File: config.mk
export PLATFORM = sky130hd
export DESIGN_NAME = cpbr_next_pc
export DESIGN_NICKNAME = d
export VERILOG_FILES = /design/src/rtl/cpbr_pkg.sv /design/src/rtl/cpbr_cond_eval.sv /design/src/rtl/cpbr_target_gen.sv /design/src/rtl/cpbr_next_pc.sv
export SDC_FILE = /design/constraint.sdc
export NUM_CORES = 1
export LEC_CHECK = 0
export BUFFER_PORTS_ARGS = -buffer_cell sky130_fd_sc_hd__buf_2
export CAP_MARGIN = 20
export CORE_MARGIN = 2
export CORE_UTILIZATION = 51
export DETAILED_ROUTE_END_ITERATION = 8
export GPL_ROUTABILITY_DRIVEN = 0
export HOLD_SLACK_MARGIN = 0.03
export PLACE_DENSITY = 0.95
export REMOVE_ABC_BUFFERS = 1
export SYNTH_ARGS = -nofsm -noshare
export SYNTH_HDL_FRONTEND = slang
export SYNTH_SLANG_ARGS = --single-unit
File: constraint.sdc
create_clock -name clk -period 4.5 [get_ports clk]
set_clock_uncertainty 0.1 [all_clocks]
set_input_delay 0.45 -clock clk [delete_from_list [all_inputs] [get_ports clk]]
set_output_delay 0.45 -clock clk [all_outputs]
set_load 0.02 [all_outputs]
File: src/rtl/cpbr_pkg.sv
package cpbr_pkg;

    typedef enum logic [1:0] {
        KIND_NONE  = 2'd0,
        KIND_R0    = 2'd1,
        KIND_STAGE = 2'd2,
        KIND_ABS   = 2'd3
    } br_kind_e;

    typedef enum logic [1:0] {
        R0_LT = 2'd0,
        R0_GT = 2'd1,
        R0_EQ = 2'd2,
        R0_RSV = 2'd3
    } r0_cond_e;

    typedef enum logic [1:0] {
        ST_LT = 2'd0,
        ST_GE = 2'd1,
        ST_LE = 2'd2,
        ST_RSV = 2'd3
    } stage_cond_e;

    typedef enum logic [1:0] {
        AB_DIRECT = 2'd0,
        AB_ZERO   = 2'd1,
        AB_OVF    = 2'd2,
        AB_RSV    = 2'd3
    } abs_cond_e;

    typedef struct packed {
        logic alu_zero;
        logic alu_ovf;
    } alu_flags_t;

endpackage

File: src/rtl/cpbr_cond_eval.sv
module cpbr_cond_eval
    import cpbr_pkg::*;
#(
    parameter int DATA_W  = 16,
    parameter int STAGE_W = 8
) (
    input  br_kind_e            kind,
    input  logic [1:0]          cond,
    input  logic [DATA_W-1:0]   r0_val,
    input  logic [DATA_W-1:0]   cmp_imm,
    input  logic [STAGE_W-1:0]  stage_val,
    input  alu_flags_t          flags,
    output logic                hit
);

    logic [STAGE_W-1:0] stage_imm;
    logic               r0_hit;
    logic               stage_hit;
    logic               abs_hit;

    assign stage_imm = cmp_imm[STAGE_W-1:0];

    always_comb begin
        case (r0_cond_e'(cond))
            R0_LT:   r0_hit = (r0_val < cmp_imm);
            R0_GT:   r0_hit = (r0_val > cmp_imm);
            R0_EQ:   r0_hit = (r0_val == cmp_imm);
            default: r0_hit = 1'b0;
        endcase
    end

    always_comb begin
        case (stage_cond_e'(cond))
            ST_LT:   stage_hit = (stage_val < stage_imm);
            ST_GE:   stage_hit = (stage_val >= stage_imm);
            ST_LE:   stage_hit = (stage_val <= stage_imm);
            default: stage_hit = 1'b0;
        endcase
    end

    always_comb begin
        case (abs_cond_e'(cond))
            AB_DIRECT: abs_hit = 1'b1;
            AB_ZERO:   abs_hit = flags.alu_zero;
            AB_OVF:    abs_hit = flags.alu_ovf;
            default:   abs_hit = 1'b0;
        endcase
    end

    always_comb begin
        case (kind)
            KIND_R0:    hit = r0_hit;
            KIND_STAGE: hit = stage_hit;
            KIND_ABS:   hit = abs_hit;
            default:    hit = 1'b0;
        endcase
    end

endmodule

File: src/rtl/cpbr_target_gen.sv
module cpbr_target_gen #(
    parameter int PC_W   = 11,
    parameter int OFF_W  = 7,
    parameter int DATA_W = 16
) (
    input  logic [PC_W-1:0]   pc,
    input  logic              off_neg,
    input  logic [OFF_W-1:0]  off_mag,
    input  logic              sel_reg,
    input  logic [PC_W-1:0]   tgt_imm,
    input  logic [DATA_W-1:0] reg_val,
    output logic [PC_W-1:0]   seq_pc,
    output logic [PC_W-1:0]   rel_pc,
    output logic [PC_W-1:0]   abs_pc
);

    localparam int PAD_W = PC_W - OFF_W;

    logic [PC_W-1:0] off_ext;

    generate
        if (PAD_W > 0) begin : g_pad
            assign off_ext = {{PAD_W{1'b0}}, off_mag};
        end else begin : g_trunc
            assign off_ext = off_mag[PC_W-1:0];
        end
        if (DATA_W > PC_W) begin : g_hi
            logic unused_hi;
            assign unused_hi = ^reg_val[DATA_W-1:PC_W];
        end
    endgenerate

    assign seq_pc = pc + {{(PC_W-1){1'b0}}, 1'b1};
    assign rel_pc = off_neg ? (pc - off_ext) : (pc + off_ext);
    assign abs_pc = sel_reg ? reg_val[PC_W-1:0] : tgt_imm;

endmodule

File: src/rtl/cpbr_next_pc.sv
module cpbr_next_pc
    import cpbr_pkg::*;
#(
    parameter int PC_W    = 11,
    parameter int OFF_W   = 7,
    parameter int DATA_W  = 16,
    parameter int STAGE_W = 8
) (
    input  logic                clk,
    input  logic                rst,
    input  logic [1:0]          br_kind,
    input  logic [1:0]          br_cond,
    input  logic                off_neg,
    input  logic [OFF_W-1:0]    off_mag,
    input  logic [DATA_W-1:0]   cmp_imm,
    input  logic                tgt_sel_reg,
    input  logic [PC_W-1:0]     tgt_imm,
    input  logic [DATA_W-1:0]   r0_val,
    input  logic [STAGE_W-1:0]  stage_val,
    input  logic                alu_zero,
    input  logic                alu_ovf,
    input  logic [DATA_W-1:0]   tgt_reg_val,
    output logic [PC_W-1:0]     pc,
    output logic [PC_W-1:0]     next_pc,
    output logic                taken
);

    br_kind_e        kind;
    alu_flags_t      flags;
    logic            hit;
    logic [PC_W-1:0] seq_pc;
    logic [PC_W-1:0] rel_pc;
    logic [PC_W-1:0] abs_pc;

    assign kind  = br_kind_e'(br_kind);
    assign flags = '{alu_zero: alu_zero, alu_ovf: alu_ovf};

    cpbr_cond_eval #(
        .DATA_W  (DATA_W),
        .STAGE_W (STAGE_W)
    ) u_cond (
        .kind      (kind),
        .cond      (br_cond),
        .r0_val    (r0_val),
        .cmp_imm   (cmp_imm),
        .stage_val (stage_val),
        .flags     (flags),
        .hit       (hit)
    );

    cpbr_target_gen #(
        .PC_W   (PC_W),
        .OFF_W  (OFF_W),
        .DATA_W (DATA_W)
    ) u_tgt (
        .pc      (pc),
        .off_neg (off_neg),
        .off_mag (off_mag),
        .sel_reg (tgt_sel_reg),
        .tgt_imm (tgt_imm),
        .reg_val (tgt_reg_val),
        .seq_pc  (seq_pc),
        .rel_pc  (rel_pc),
        .abs_pc  (abs_pc)
    );

    always_comb begin
        if (!hit) begin
            next_pc = seq_pc;
        end else if (kind == KIND_ABS) begin
            next_pc = abs_pc;
        end else begin
            next_pc = rel_pc;
        end
    end

    assign taken = hit;

    always_ff @(posedge clk) begin
        if (rst) begin
            pc <= '0;
        end else begin
            pc <= next_pc;
        end
    end

endmodule

==> results.md <==
- The flow ran to the end, and the final reports show no timing, DRC or antenna violations.
- By count the netlist is led by sky130_fd_sc_hd__ha_1, sky130_fd_sc_hd__nor2_1, sky130_fd_sc_hd__a21oi_1, sky130_fd_sc_hd__inv_1, sky130_fd_sc_hd__nand2_1.
- The final number of hold-violating endpoints came to 0.
- The share of synthesized area occupied by flip-flops and latches is about a tenth.
- After synthesis, the largest area contributor takes up around a fifth of total cell area.
- The max-slew violation count was 0.
- Counting every instance in the synthesized netlist gives approximately 300.
- Yosys instantiated no cell more often than sky130_fd_sc_hd__ha_1.
- Traced cell by cell, the critical path runs through buf_2 > inv_1 > ha_1 > and3_1 > a221o_1 > a221oi_2 > mux2i_1 > o2111a_1 > a21oi_4 > inv_4 > mux2_2 > buf_2.
- The reg-to-reg setup timing slack is 1.82 ns.
- The largest registers in the layout are pc (11).
- The sum of negative setup slack is 0 ns.
- After clock tree synthesis, the clock-pin slew on the worst setup and hold paths is approximately 0.06 ns.
- The longest individual stage delay on the worst path is ~0.48 ns.
- The most critical setup path has its endpoint at next_pc[1].
- The critical path arrival is about 3.2 ns.
- The end of the worst register-to-register path is pc[5].
- The register with the most flip-flops in the layout has 11 of them.
- The slowest cell on the critical path is sky130_fd_sc_hd__o2111a_1.
- In this run, post-CTS hold repair placed 0 buffers.
- Wires add up to slightly above 6000 um.
- Summed over all nets, the half-perimeter wirelength after detailed placement is between 5000 and 6000 um.
- The worst setup path startpoint is cmp_imm[3].
- In the finished design, the share of the clock period the worst path needs comes to 83.1%.
- Global routing used 25.5% of the available tracks across all layers.
- The initial utilization of the core area, before any placement, comes to a little over half.
- The leakage power is roughly 1.5 nW.
- The via density per instance is about 5.6.
- The classification of the worst setup path is in -> out.
- The synthesized design contains 11 register bits.
- The die covers slightly below 0.005 mm2.
- The worst register-to-register path begins at pc[1].
- After the first detailed-routing iteration, the DRC count stood at 90.
- In this run the number of H-tree levels came out at 1.
- Of all nets on the critical path, the largest fanout is 16.
- At the later pin of the worst-skew pair, clock insertion delay measures 0.25 ns.
- Setup violations remaining at the end of the flow were counted as 0.
- After layout, the worst setup slack is 0.759 ns.
- The floorplan step set the die height to slightly below 70 um.
- Entering global routing, the biggest net connects 23 pins.
- The most numerous cell type found on the critical path is sky130_fd_sc_hd__buf_2.
- After floorplanning, the core was divided into 23 placement rows.
- The post-route netlist has between 30 and 40% of its cells at a drive strength greater than 1.
- The total overflow reported by the global router is 0.
- Counting flops per register, the top entry is pc.
- The number of sinks handled by clock tree synthesis is 11.
- STA classifies the critical path endpoint as an output port.
- The floorplan step defined a core boundary enclosing around 0.0041 mm2.
- The cell at the root of the clock tree is sky130_fd_sc_hd__clkbuf_8.
- Counting flops with an async set or reset pin after synthesis yields a share of 0%.
- In this run the tightest slew margin relative to its limit is a little under three fifths.
- In this run the remaining antenna-violating nets after routing total 0.
- The I/O pin count is approximately 110.
- The power per cell area is around 250 mW/mm2.
- From left edge to right edge, the die measures slightly below 70 um.
- The most used flip-flop cell after synthesis is sky130_fd_sc_hd__dfxtp_1.
- The net count of the finished layout is 514.
- The number of buffers inserted to repair setup after CTS is 0.
- The endpoint required time on the critical path is 3.95 ns.
- STA classifies the critical path startpoint as a primary input.
- The per-instance average area after synthesis is ~7.4 um2.
- Input and output buffers added on the ports amount to between 100 and 150.
- The longest clock path from root to sink contains 2 buffers.
- After detailed routing, the average wire length per cell comes to between 10 and 15 um.
- 0 antenna diodes ended up in the layout.
- Across the VDD grid, the largest voltage drop is 0.000245 V.
- The library cell occupying the most area in the post-synthesis netlist is sky130_fd_sc_hd__ha_1.
- The number of search-and-repair iterations in the first detailed-routing pass is 4.
- The placed instances occupy a cell area of 0.00273 mm2.
- Max-cap violations in this run came to 0.
- The slew at the pin closest to its max-slew limit is between 0.6 and 0.7 ns.
- The number of global-route vias before repair was roughly 2400.
- The number of synthesis warnings is 0.
- From synthesis to final layout, the design area changed by 26.8%.
- The achievable frequency is 267 MHz.
- The vias after detailed routing is 2487.
- For this run, design rule violations remaining after detail routing come to 0.
- The number of unique standard cell types used by synthesis is 47.
- The type of the worst min-delay path is in -> reg.
- The synthesized design contains 0 enable-type register cells.
- After synthesis the cells add up to about 0.0022 mm2.
- The worst-case setup slack after placement is approximately 0.75 ns.
- After clock tree synthesis, the repair step resized 0 gates.
- Setup repair after global routing left no endpoint under its margin.
- Sorting the synthesized cells by area gives the leading types as sky130_fd_sc_hd__ha_1, sky130_fd_sc_hd__dfxtp_1, sky130_fd_sc_hd__mux2i_1.
- The clock buffer count from CTS is 3.
- The number of antenna violations at the first check in global routing was 0.
- Counting cells, the worst reg-to-reg path comes to 8.
- For the finished layout, the period the worst path requires is around 3.7 ns.
- The global-route wire length before repair is between 10000 and 15000 um.
- The TritonCTS clock tree is yes.
- With fillers left out, the area of the finished cells amounts to around 0.0028 mm2.
[metrics by stage]
step           hold slack [ns]  cells  total power (W)  utilization, %
6_report                 0.481    442         0.000680            68.4
2_1_floorplan            0.415    285         0.000429               -
3_5_place_dp             0.551    438         0.000572            67.3
3_3_place_gp             0.543    438         0.000554            67.3
4_1_cts                  0.477    442         0.000678            68.4
5_1_grt                  0.502    442         0.000735            68.4
[report_power, final]
part / total, W / internal [W] / switching [W]
clock network: 0.000105 / 0.0000613 / 0.0000442
registers: 0.000139 / 0.000112 / 0.0000269
logic: 0.000436 / 0.000184 / 0.000252
total: 0.000680 / 0.000357 / 0.000323
[worst min-delay path by stage]
| stage | startpoint | end | slack [ns] | depth (start not counted) |
|---|---|---|---|---|
| 4_1_cts | rst | pc[2] | 0.48 | 2 |
| 3_5_place_dp | pc[0] | pc[0] | 0.55 | 2 |
| 5_1_grt | rst | pc[2] | 0.50 | 2 |
| 6_report | rst | pc[2] | 0.48 | 2 |
| 2_1_floorplan | rst | pc[2] | 0.41 | 1 |
| 3_3_place_gp | pc[0] | pc[0] | 0.54 | 2 |
[cell families after synthesis]
kind of cell / share of synthesized area, %
AND/OR/NAND/NOR: 20.7
AO/OA/AOI/OAI: 23.7
buffers and inverters: 7.03
adder cells (fa/ha/maj): 21.5
multiplexers: 9.38
XOR/XNOR: 7.60
flip-flops: 10.1
[cell usage in the layout (no fill, tap or decap), drive strengths merged, types with 2 or more instances in the layout]
cell / n
xnor2: 13
o41ai: 2
o21a: 3
buf: 103
a221oi: 2
inv: 29
nor2b: 6
o21ai: 11
a21oi: 29
and2: 3
ha: 36
a22o: 2
a211oi: 13
nor3b: 3
nand2: 19
a31oi: 4
nor2: 29
mux2i: 16
mux2: 4
nor3: 5
nand4: 6
clkbuf: 3
a211o: 2
nand2b: 4
nand3: 11
xor2: 6
dfxtp: 11
and3: 2
a21o: 2
[layout make-up]
cell class,instances,area (um2)
Clock inverter,1,5.00
Timing Repair Buffer,103,520
Sequential cell,11,220
Multi-Input combinational cell,245,1810
Tap cell,50,62.6
Fill cell,357,1280
Inverter,29,111
Clock buffer,3,41.3
[per-layer routing]
| metal | global-route usage (%) | vias to the layer above | part of all wire, % | routed length [um] |
|---|---|---|---|---|
| li1 | - | 1265 | - | - |
| met4 | 3.27 | 0 | 0.93 | 57 |
| met2 | 47.4 | 118 | 49 | 3010 |
| met5 | 0 | - | 0 | 0 |
| met3 | 3.92 | 6 | 8.4 | 512 |
| met1 | 31.5 | 1098 | 41 | 2530 |
[worst max-delay path, delay by kind of cell]
| kind | cells | cell delay [ns] |
|---|---|---|
| compound gates | 4 | 1.17 |
| fa+ha+maj | 1 | 0.31 |
| buf+inv | 4 | 0.48 |
| mux | 2 | 0.56 |
| simple gates | 1 | 0.21 |
Power figures use the tool's default switching activity.
